`config.mk`:
```
export PLATFORM = sky130hd
export DESIGN_NAME = spi_burst_engine
export DESIGN_NICKNAME = d
export VERILOG_FILES = /design/src/rtl/spi_burst_pkg.sv /design/src/rtl/spi_byte_shifter.sv /design/src/rtl/spi_burst_seq.sv /design/src/rtl/spi_cs_select.sv /design/src/rtl/spi_burst_status.sv /design/src/rtl/spi_burst_engine.sv
export SDC_FILE = /design/constraint.sdc
export NUM_CORES = 1
export LEC_CHECK = 0
export BUFFER_PORTS_ARGS = -buffer_cell sky130_fd_sc_hd__buf_2
export CORE_MARGIN = 5
export CORE_UTILIZATION = 45
export CTS_CLUSTER_SIZE = 24
export DETAILED_ROUTE_END_ITERATION = 10
export HOLD_SLACK_MARGIN = 0.05
export PLACE_DENSITY = 0.76
export SLEW_MARGIN = 20
export SYNTH_ARGS = -nofsm -noshare
export SYNTH_HDL_FRONTEND = slang
export SYNTH_SLANG_ARGS = --single-unit
export TNS_END_PERCENT = 5
```
`constraint.sdc`:
```
create_clock -name clk -period 2.1 [get_ports clk]
set_input_delay 0 -clock clk [delete_from_list [all_inputs] [get_ports clk]]
set_output_delay 0 -clock clk [all_outputs]
set_load 0.01 [all_outputs]
```
`src/rtl/spi_burst_pkg.sv`:
```
package spi_burst_pkg;

    localparam int BYTE_W = 8;

    typedef enum logic [2:0] {
        ST_IDLE,
        ST_LEAD,
        ST_FETCH,
        ST_SHIFT,
        ST_TRAIL
    } seq_state_t;

    // bit presented next on the wire for the chosen order
    function automatic logic head_bit(input logic [BYTE_W-1:0] b, input logic lsb);
        return lsb ? b[0] : b[BYTE_W-1];
    endfunction

    // remove the bit just presented
    function automatic logic [BYTE_W-1:0] pop_bit(input logic [BYTE_W-1:0] b, input logic lsb);
        return lsb ? {1'b0, b[BYTE_W-1:1]} : {b[BYTE_W-2:0], 1'b0};
    endfunction

    // append a received bit in the chosen order
    function automatic logic [BYTE_W-1:0] push_bit(input logic [BYTE_W-1:0] b, input logic d,
                                                   input logic lsb);
        return lsb ? {d, b[BYTE_W-1:1]} : {b[BYTE_W-2:0], d};
    endfunction

endpackage

```
`src/rtl/spi_byte_shifter.sv`:
```
module spi_byte_shifter
    import spi_burst_pkg::*;
(
    input  logic              clk,
    input  logic              rst_n,
    input  logic              tick,
    input  logic              active,
    input  logic              load,
    input  logic [BYTE_W-1:0] load_data,
    input  logic              cpol,
    input  logic              cpha,
    input  logic              lsb_first,
    input  logic              miso,
    output logic              sclk,
    output logic              mosi,
    output logic              byte_done,
    output logic [BYTE_W-1:0] rx_byte
);
    localparam int EDGES = 2 * BYTE_W;
    localparam int EW    = $clog2(EDGES);

    logic [EW-1:0]     edge_q;
    logic              phase_q;
    logic [BYTE_W-1:0] tx_sh;
    logic [BYTE_W-1:0] rx_sh;
    logic              mosi_q;
    logic              step, last_edge, trailing, sample_now, emit_now;
    logic [BYTE_W-1:0] rx_next;

    always_comb begin
        step       = active & tick;
        trailing   = edge_q[0];
        last_edge  = (edge_q == EW'(EDGES - 1));
        sample_now = step & (cpha ? trailing : ~trailing);
        emit_now   = step & (cpha ? ~trailing : (trailing & ~last_edge));
        rx_next    = sample_now ? push_bit(rx_sh, miso, lsb_first) : rx_sh;
    end

    always_ff @(posedge clk or negedge rst_n) begin
        if (!rst_n) begin
            edge_q  <= '0;
            phase_q <= 1'b0;
            tx_sh   <= '0;
            rx_sh   <= '0;
            mosi_q  <= 1'b0;
        end else if (load) begin
            edge_q  <= '0;
            phase_q <= 1'b0;
            if (cpha) begin
                tx_sh <= load_data;
            end else begin
                tx_sh  <= pop_bit(load_data, lsb_first);
                mosi_q <= head_bit(load_data, lsb_first);
            end
        end else if (step) begin
            phase_q <= ~phase_q;
            edge_q  <= last_edge ? '0 : edge_q + 1'b1;
            if (emit_now) begin
                mosi_q <= head_bit(tx_sh, lsb_first);
                tx_sh  <= pop_bit(tx_sh, lsb_first);
            end
            if (sample_now) rx_sh <= rx_next;
        end
    end

    assign sclk      = cpol ^ phase_q;
    assign mosi      = mosi_q;
    assign byte_done = step & last_edge;
    assign rx_byte   = rx_next;

    // SCLK must be back at rest whenever the shifter is not running a byte
    assert_rest_level_R2: assert property (@(posedge clk) disable iff (!rst_n)
        (!active) |-> (sclk == cpol));

endmodule

```
`src/rtl/spi_burst_seq.sv`:
```
module spi_burst_seq
    import spi_burst_pkg::*;
#(
    parameter int CNT_W = 24
) (
    input  logic              clk,
    input  logic              rst_n,
    input  logic              tick,
    input  logic              start,
    input  logic [CNT_W-1:0]  burst_len,
    input  logic [CNT_W-1:0]  tx_len,
    input  logic              tx_empty,
    input  logic [BYTE_W-1:0] tx_data,
    input  logic              byte_done,
    output logic              busy,
    output logic              shifting,
    output logic              tx_pop,
    output logic              load,
    output logic [BYTE_W-1:0] load_data,
    output logic              burst_end
);
    seq_state_t       st, st_nx;
    logic [CNT_W-1:0] burst_rem, tx_rem;
    logic             owe_tx, fetch_go, final_byte;

    assign owe_tx     = (tx_rem != '0);
    assign fetch_go   = (st == ST_FETCH) && (!owe_tx || !tx_empty);
    assign final_byte = (burst_rem == CNT_W'(1));

    // state register
    always_ff @(posedge clk or negedge rst_n) begin
        if (!rst_n) st <= ST_IDLE;
        else        st <= st_nx;
    end

    always_comb begin
        st_nx = st;
        unique case (st)
            ST_IDLE:  if (start)     st_nx = ST_LEAD;
            ST_LEAD:  if (tick)      st_nx = (burst_rem == '0) ? ST_TRAIL : ST_FETCH;
            ST_FETCH: if (fetch_go)  st_nx = ST_SHIFT;
            ST_SHIFT: if (byte_done) st_nx = final_byte ? ST_TRAIL : ST_FETCH;
            ST_TRAIL: if (tick)      st_nx = ST_IDLE;
            default:                 st_nx = ST_IDLE;
        endcase
    end

    // outputs
    always_comb begin
        busy      = (st != ST_IDLE);
        shifting  = (st == ST_SHIFT);
        load      = fetch_go;
        tx_pop    = fetch_go && owe_tx;
        load_data = owe_tx ? tx_data : '0;
        burst_end = (st == ST_TRAIL) && tick;
    end

    always_ff @(posedge clk or negedge rst_n) begin
        if (!rst_n) begin
            burst_rem <= '0;
            tx_rem    <= '0;
        end else begin
            if (st == ST_IDLE && start) begin
                burst_rem <= burst_len;
                tx_rem    <= tx_len;
            end
            if (tx_pop) tx_rem <= tx_rem - 1'b1;
            if (st == ST_SHIFT && byte_done) burst_rem <= burst_rem - 1'b1;
        end
    end

    assert_edges_in_shift_R2: assert property (@(posedge clk) disable iff (!rst_n)
        byte_done |-> (st == ST_SHIFT));

    assert_start_ignored_R10: assert property (@(posedge clk) disable iff (!rst_n)
        (st == ST_SHIFT && start && !byte_done) |=>
            (st == ST_SHIFT && burst_rem == $past(burst_rem)));

    assert_pop_has_data_R4: assert property (@(posedge clk) disable iff (!rst_n)
        tx_pop |-> !tx_empty);

endmodule

```
`src/rtl/spi_cs_select.sv`:
```
module spi_cs_select #(
    parameter int NUM_CS = 4
) (
    input  logic                      active,
    input  logic [$clog2(NUM_CS)-1:0] sel,
    input  logic                      manual,
    input  logic                      level,
    input  logic                      pol_high,
    output logic [NUM_CS-1:0]         lines
);
    localparam int IW = $clog2(NUM_CS);

    for (genvar i = 0; i < NUM_CS; i++) begin : g_line
        always_comb begin
            if (sel == IW'(i))
                lines[i] = manual ? level : (active ? pol_high : ~pol_high);
            else
                lines[i] = ~pol_high;
        end
    end

endmodule

```
`src/rtl/spi_burst_status.sv`:
```
module spi_burst_status (
    input  logic clk,
    input  logic rst_n,
    input  logic burst_end,
    input  logic byte_done,
    input  logic rx_discard,
    input  logic rx_full,
    input  logic done_clr,
    input  logic ovf_clr,
    input  logic irq_en_done,
    input  logic irq_en_ovf,
    output logic rx_push,
    output logic done_flag,
    output logic ovf_flag,
    output logic irq
);
    logic ovf_set;

    assign rx_push = byte_done & ~rx_discard & ~rx_full;
    assign ovf_set = byte_done & ~rx_discard &  rx_full;

    always_ff @(posedge clk or negedge rst_n) begin
        if (!rst_n) begin
            done_flag <= 1'b0;
            ovf_flag  <= 1'b0;
        end else begin
            if (burst_end)     done_flag <= 1'b1;
            else if (done_clr) done_flag <= 1'b0;
            if (ovf_set)       ovf_flag  <= 1'b1;
            else if (ovf_clr)  ovf_flag  <= 1'b0;
        end
    end

    assign irq = (done_flag & irq_en_done) | (ovf_flag & irq_en_ovf);

    assert_done_clear_R8: assert property (@(posedge clk) disable iff (!rst_n)
        (done_clr && !burst_end) |=> !done_flag);

    assert_ovf_sticky_R7: assert property (@(posedge clk) disable iff (!rst_n)
        (ovf_flag && !ovf_clr) |=> ovf_flag);

    assert_discard_no_ovf_R6: assert property (@(posedge clk) disable iff (!rst_n)
        (rx_discard && !ovf_flag) |=> !ovf_flag);

endmodule

```
`src/rtl/spi_burst_engine.sv`:
```
module spi_burst_engine
    import spi_burst_pkg::*;
#(
    parameter int CNT_W  = 24,
    parameter int NUM_CS = 4
) (
    input  logic                      clk,
    input  logic                      rst_n,
    input  logic                      tick,
    input  logic                      start,
    input  logic [CNT_W-1:0]          burst_len,
    input  logic [CNT_W-1:0]          tx_len,
    input  logic                      cpol,
    input  logic                      cpha,
    input  logic                      lsb_first,
    input  logic [$clog2(NUM_CS)-1:0] cs_index,
    input  logic                      cs_manual,
    input  logic                      cs_level,
    input  logic                      cs_pol_high,
    input  logic                      rx_discard,
    input  logic                      tx_empty,
    input  logic [7:0]                tx_data,
    output logic                      tx_pop,
    input  logic                      rx_full,
    output logic                      rx_push,
    output logic [7:0]                rx_data,
    input  logic                      done_clr,
    input  logic                      ovf_clr,
    input  logic                      irq_en_done,
    input  logic                      irq_en_ovf,
    output logic                      busy,
    output logic                      done_flag,
    output logic                      ovf_flag,
    output logic                      irq,
    input  logic                      miso,
    output logic                      sclk,
    output logic                      mosi,
    output logic [NUM_CS-1:0]         cs_lines
);
    logic              shifting, load, byte_done, burst_end;
    logic [BYTE_W-1:0] load_data;

    spi_burst_seq #(.CNT_W(CNT_W)) u_seq (
        .clk(clk), .rst_n(rst_n), .tick(tick), .start(start),
        .burst_len(burst_len), .tx_len(tx_len),
        .tx_empty(tx_empty), .tx_data(tx_data), .byte_done(byte_done),
        .busy(busy), .shifting(shifting), .tx_pop(tx_pop),
        .load(load), .load_data(load_data), .burst_end(burst_end)
    );

    spi_byte_shifter u_shift (
        .clk(clk), .rst_n(rst_n), .tick(tick), .active(shifting),
        .load(load), .load_data(load_data),
        .cpol(cpol), .cpha(cpha), .lsb_first(lsb_first), .miso(miso),
        .sclk(sclk), .mosi(mosi), .byte_done(byte_done), .rx_byte(rx_data)
    );

    spi_cs_select #(.NUM_CS(NUM_CS)) u_cs (
        .active(busy), .sel(cs_index), .manual(cs_manual),
        .level(cs_level), .pol_high(cs_pol_high), .lines(cs_lines)
    );

    spi_burst_status u_stat (
        .clk(clk), .rst_n(rst_n), .burst_end(burst_end), .byte_done(byte_done),
        .rx_discard(rx_discard), .rx_full(rx_full),
        .done_clr(done_clr), .ovf_clr(ovf_clr),
        .irq_en_done(irq_en_done), .irq_en_ovf(irq_en_ovf),
        .rx_push(rx_push), .done_flag(done_flag), .ovf_flag(ovf_flag), .irq(irq)
    );

    assert_single_cs_R11: assert property (@(posedge clk) disable iff (!rst_n)
        $onehot0(cs_lines ^ {NUM_CS{~cs_pol_high}}));

    assert_cs_covers_edges_R11: assert property (@(posedge clk) disable iff (!rst_n)
        (busy && !cs_manual && !$stable(sclk)) |-> (cs_lines[cs_index] == cs_pol_high));

    assert_idle_rest_R1: assert property (@(posedge clk) disable iff (!rst_n)
        (!busy) |-> (sclk == cpol && !rx_push && !tx_pop));

endmodule

```
# After elaboration in Yosys (flattened, before gate mapping)
# Cells that the tools add are included.
# W data, S select, Z words.
dict set report classes {
  div_mod_pow 0
  bitwise_logic 19
  add_sub_neg 3
  eq_ne 15
  n_lt_le_gt_ge 0
  shifts 0
  n_mux 44
  n_reduce_logical 23
  n_mul 0
}
# cell count
set ops {}
lappend ops {{$mux W24} 4}
lappend ops {{$mux W8} 9}
lappend ops {{$sub A24 B1 Y24 const B} 2}
lappend ops {{$eq A24 B1 Y1 const B} 1}
lappend ops {{$logic_not A24 Y1} 1}
lappend ops {{$reduce_bool A24 Y1} 1}
lappend ops {{$mux W3} 7}
lappend ops {{$mux W1} 20}
lappend ops {{$pmux W3 S5} 1}
lappend ops {{$mux W4} 3}
lappend ops {{$reduce_bool A2 Y1} 6}
lappend ops {{$and A1 B1 Y1} 10}
lappend ops {{$ne A2 B2 Y1 const B} 5}
lappend ops {{$not A1 Y1} 7}
lappend ops {{$eq A3 B2 Y1 const B} 2}
lappend ops {{$reduce_and A3 Y1} 2}
lappend ops {{$logic_and A1 B1 Y1} 5}
lappend ops {{$reduce_and A5 Y1} 1}
lappend ops {{$add A4 B1 Y4 const B} 1}
lappend ops {{$eq A2 B2 Y1 const B} 2}
lappend ops {{$eq A4 B4 Y1 const B} 1}
lappend ops {{$eq A3 B1 Y1 const B} 1}
lappend ops {{$eq A3 B3 Y1 const B} 1}
lappend ops {{$logic_not A3 Y1} 1}
lappend ops {{other kinds (9)} 10}
dict set report word_totals {
  output_inout_bits 20
  romBits 0
  ff_bits 75
  word_cells 114
  input_bits 76
  ram_bits 0
  memories 0
  latch_bits 0
}

# Depth between registers and ports, before layout
dict set report depth {
  word_depth 8
  depth_mapped 9
  ltp_nobuf 8
}

# Modules after synthesis
# From an unflattened synthesis, not the netlist that was laid out.
dict set report unflattened {
  hier_cells 533
  area_unflattened_um2 4947.2
}
# module seq_area_each_um2 area_per_inst_um2 n_inst cells_per_inst
set modules_own_cells {}
lappend modules_own_cells {spi_burst_seq 1276.2 3130.5 1 357}
lappend modules_own_cells {spi_byte_shifter 550.5 1632.8 1 153}
lappend modules_own_cells {spi_burst_status 50.0 102.6 1 9}
lappend modules_own_cells {spi_cs_select 0.0 81.3 1 14}

# Worst setup path after synthesis
# OpenSTA, ideal clock, no wires.
dict set report synth_path {
  path_kind {register to register}
  startpoint {register u_seq.tx_rem[19]}
  endpoint {register u_seq.tx_rem[7]}
  setup_ns 0.123
  stages_incl_launch_ff 7
  arrival_time_ns 2.018
  synth_period_minus_slack_ns 2.141
  n_path_buf 0
  required_ns 1.977
  setup_slack_ns -0.041
  path_cell_list {dfrtp_1 -> or4_4 -> nand4bb_4 -> o21ai_4 -> inv_2 -> mux2_4 -> o221a_1}
}
dict set report synth_between {
  elab_chain_cells 6
  elab_cells_between_ends 7
  cone_classes {1 x mux; 6 x reduce/logical}
}
# element line_no
set synth_lines {}
lappend synth_lines {{from (decl)} spi_burst_seq.sv:23} ;# logic [CNT_W-1:0] burst_rem, tx_rem;
lappend synth_lines {{from (signal assigned)} spi_burst_seq.sv:65} ;# tx_rem <= tx_len;
lappend synth_lines {{from (signal assigned)} spi_burst_seq.sv:67} ;# if (tx_pop) tx_rem <= tx_rem - 1'b1;
lappend synth_lines {{$reduce_bool A24 Y1 *} spi_burst_seq.sv:26} ;# assign owe_tx = (tx_rem != '0);
lappend synth_lines {{$logic_not A1 Y1} spi_burst_seq.sv:27} ;# assign fetch_go = (st == ST_FETCH) && (!owe_tx || !tx_empty);
lappend synth_lines {{$logic_or A1 B1 Y1} spi_burst_seq.sv:27}
lappend synth_lines {{$logic_and A1 B1 Y1} spi_burst_seq.sv:27}
lappend synth_lines {{$logic_and A1 B1 Y1 *} spi_burst_seq.sv:53} ;# tx_pop = fetch_go && owe_tx;
lappend synth_lines {{$mux W24 / $reduce_bool A2 Y1 (equally long branches)} --}
# Every way passes the cells marked *; elsewhere a longest branch is shown, timed or not.
# A chain may end at the register's enable or synchronous reset.

# Worst setup path after layout
dict set report layout_path {
  startpoint {register u_seq.tx_rem[16]}
  endpoint {register u_seq.tx_rem[7]}
}
# The elaborated chain is that of the path after synthesis.

==> metrics.yaml <==
syn_area_sq_um: 4690
clkLatencyLatePin_ns: 0.35
ys_types: 64
final_core_util_pct: 64.8
cap_violations: 0
finalWorstSetupSlack_ns: -0.0719
r2r-end: "u_seq.tx_rem[7]"
wl_mm: 14.0
rsz0062_at_grt: "yes"
initial_core_util_pct: 45.9
synth_edf_count: 0
grt_util_all_layers_pct: 22.0
drive_gt1_share_pct: 29.0
fin_crit_ns: 2.17
wl_per_cell_um: 16.1
crit_path_max_fanout: 5
reg2reg_from: "u_seq.tx_rem[16]"
final_max_slew_viol_count: 0
post-route-period-util_pct: 103
hp-class: "in2reg"
die_y_um: 112
cp-end-kind: "register"
synth_top_cells_by_count: "75 x dfrtp_1, 53 x nor2_1, 48 x nand2_1, 42 x a21oi_1, 32 x nor3_1"
min_from: "tx_len[17]"
cp_num_buf_inv: 1
synth_largest_area_cell: "dfrtp_1"
antenna_found_initial: 0
fin_skew_ns: 0.0148
cts.sinks: 75
ant_nets: 0
max-vdd-ir-drop_mv: 0.578
first_iter_violations: 413
syn_to_final_growth_pct: 41.3
clock-root-buffer: "clkbuf_8"
vias: 5052
grt_pass1_vias: 5019
dpl.hpwl_mm: 9.76
critPathMaxStageDelay_ns: 0.52
min_to: "u_seq.tx_rem[17]"
crit_family: "simple AND/OR/NAND/NOR gates"
arrival_ns: 2.40
cp-start-kind: "register"
core_area_sq_um: 10200
grt_pass1_wl_mm: 23.4
reg2reg_depth: 6
diodes: 0
dp_slack_ns: -0.0357
numCtsBuffers: 9
yosysWarnings: 0
fmaxAchievable_ghz: 0.460
tns_ns: -0.285
synthTopCellsByArea: "dfrtp_1 40%, mux2i_1 6.6%, a21oi_1 4.5%"
synth_seq_area_share_pct: 40.0
worst-r2r-setup-slack_ns: -0.07
synth_nets: 611
worstSetupPathType: "reg2reg"
ys_seq_elements: 75
synth_area_per_cell_sq_um: 8.85
violations: "negative setup slack"
syn_inst: 530
slew_headroom_pct: 72.9
synth_most_common_cell: "dfrtp_1"
setup_viol: 8
die-width_um: 112
fin_nets: 811
grt_max_degree: 76
synth_top_area_share_pct: 40.0
worst_hold_path.num_cells: 4
drcViolationCount: 0
viasPerCell: 5.81
hold_viol: 0
grt_overflow: 0
first_pass_iters: 5
clock_path_buffers: 2
crit_chain: "or4_1, nand4bb_4, o21ai_4, inv_2, mux2_4, o221a_1"
tightest_slew_ns: 0.406
worstPathRequired_ns: 2.33
async_flop_share_pct: 100
ys_dominant_reg_cell: "dfrtp_1"
outcome: "complete, but fails checks"
powerDensity_nw_per_um2: 1120
clk_transition_reported_paths_ns: 0.08
crit_path_top_delay_cell: "or4_1"
row_count: 37
cts_tree: "yes"
htreeDepth: 3
ioPinCount: 96
routabilityCongestion: 0.886
die-area_sq_um: 12600
p_leak_uw: 0.00291
place.port_buffers: 95
where the power goes:
part | total (uW) | switching [uW] | internal, uW
Clock | 1140 | 531 | 608
Combinational | 3560 | 1770 | 1790
Sequential | 2690 | 597 | 2100
Total | 7390 | 2900 | 4490
how the worst max path moves through the flow:
| stage | from | end | slack (ns) | depth (start not counted) |
|---|---|---|---|---|
| 3_3_place_gp | u_seq.tx_rem[16] | u_shift.tx_sh[0] | -0.03 | 7 |
| 4_1_cts | u_seq.tx_rem[21] | u_seq.tx_rem[20] | -0.04 | 7 |
| 3_5_place_dp | u_seq.tx_rem[22] | u_shift.tx_sh[0] | -0.04 | 7 |
| 5_1_grt | u_seq.tx_rem[22] | u_seq.tx_rem[7] | -0.14 | 6 |
| 2_1_floorplan | u_seq.tx_rem[22] | u_seq.tx_rem[7] | 0.001 | 6 |
| 6_report | u_seq.tx_rem[16] | u_seq.tx_rem[7] | -0.07 | 6 |
worst reg2reg max path: stages, from the launching register on:
cell and delay (ns):
dfrtp_1 0.40, or4_1 0.52, nand4bb_4 0.30, o21ai_4 0.22, inv_2 0.10, mux2_4 0.31
o221a_1 0.21
cells in the final DEF, fill, tap and decap left out, drive strengths merged, types with 13 or more instances in the layout:
| master | synthesis | layout |
|---|---|---|
| mux2i | 31 | 31 |
| nand3 | 19 | 19 |
| inv | 14 | 14 |
| nor3 | 33 | 33 |
| nor2 | 54 | 54 |
| or3 | 14 | 14 |
| buf | 11 | 164 |
| dlygate4sd3 | 0 | 55 |
| a21oi | 42 | 42 |
| clkbuf | 19 | 13 |
| dfrtp | 75 | 75 |
| o311ai | 14 | 14 |
| nand2 | 48 | 48 |
logic make-up after synthesis:
| family | after synthesis | synth area share (%) |
|---|---|---|
| flip-flops | 75 | 40.0 |
| adder cells (fa/ha/maj) | 5 | 1.33 |
| AO/OA/AOI/OAI | 146 | 22.3 |
| buffers and inverters | 44 | 3.79 |
| XOR/XNOR | 6 | 1.12 |
| multiplexers | 36 | 7.89 |
| AND/OR/NAND/NOR | 218 | 23.6 |
stage by stage:
step | hold WS, ns | instance area (sq um) | std cells | total power (uW)
2_1_floorplan | -0.296 | 4700 | 530 | 4690
3_3_place_gp | 0.0750 | 5730 | 795 | 5770
3_5_place_dp | 0.0704 | 5730 | 795 | 5940
4_1_cts | 0.0547 | 6530 | 870 | 7240
5_1_grt | 0.0830 | 6630 | 870 | 7950
6_report | 0.0422 | 6630 | 870 | 7390
flip-flops by register name, indices dropped and copies added (netlist names):
register          count
u_seq.burst_rem      24
u_seq.st              3
u_seq.tx_rem         24
u_shift.edge_q        4
u_shift.mosi          1
u_shift.phase_q       1
u_shift.rx_sh         8
u_shift.tx_sh         8
u_stat.done_flag      1
u_stat.ovf_flag       1
routing by layer:
layer	global-route usage, %	vias up	wire length, um
met3	3.94	40	777
met2	36.4	175	6800
met5	0	-	0
met4	8.41	0	423
met1	28.7	2429	6010
li1	-	2408	-
cell type report:
cell class / count / area (sq um)
fill: 832 / 3600
multi-input combinational: 411 / 2730
sequential: 75 / 1880
timing repair buffer: 219 / 1600
tap: 136 / 170
clock buffer: 13 / 159
inverter: 14 / 52.6
clock inverter: 2 / 35.0
repair_timing:
action                                  CTS  global route
cloned                                    0             0
resized for setup                         5            25
endpoints found under the setup margin   13            56
setup buffers                             5             0
pin swaps                                 6             7
endpoints found under the hold margin   128             0
hold buffers                             55             0
Note: power is estimated with default switching activity, not from simulation.
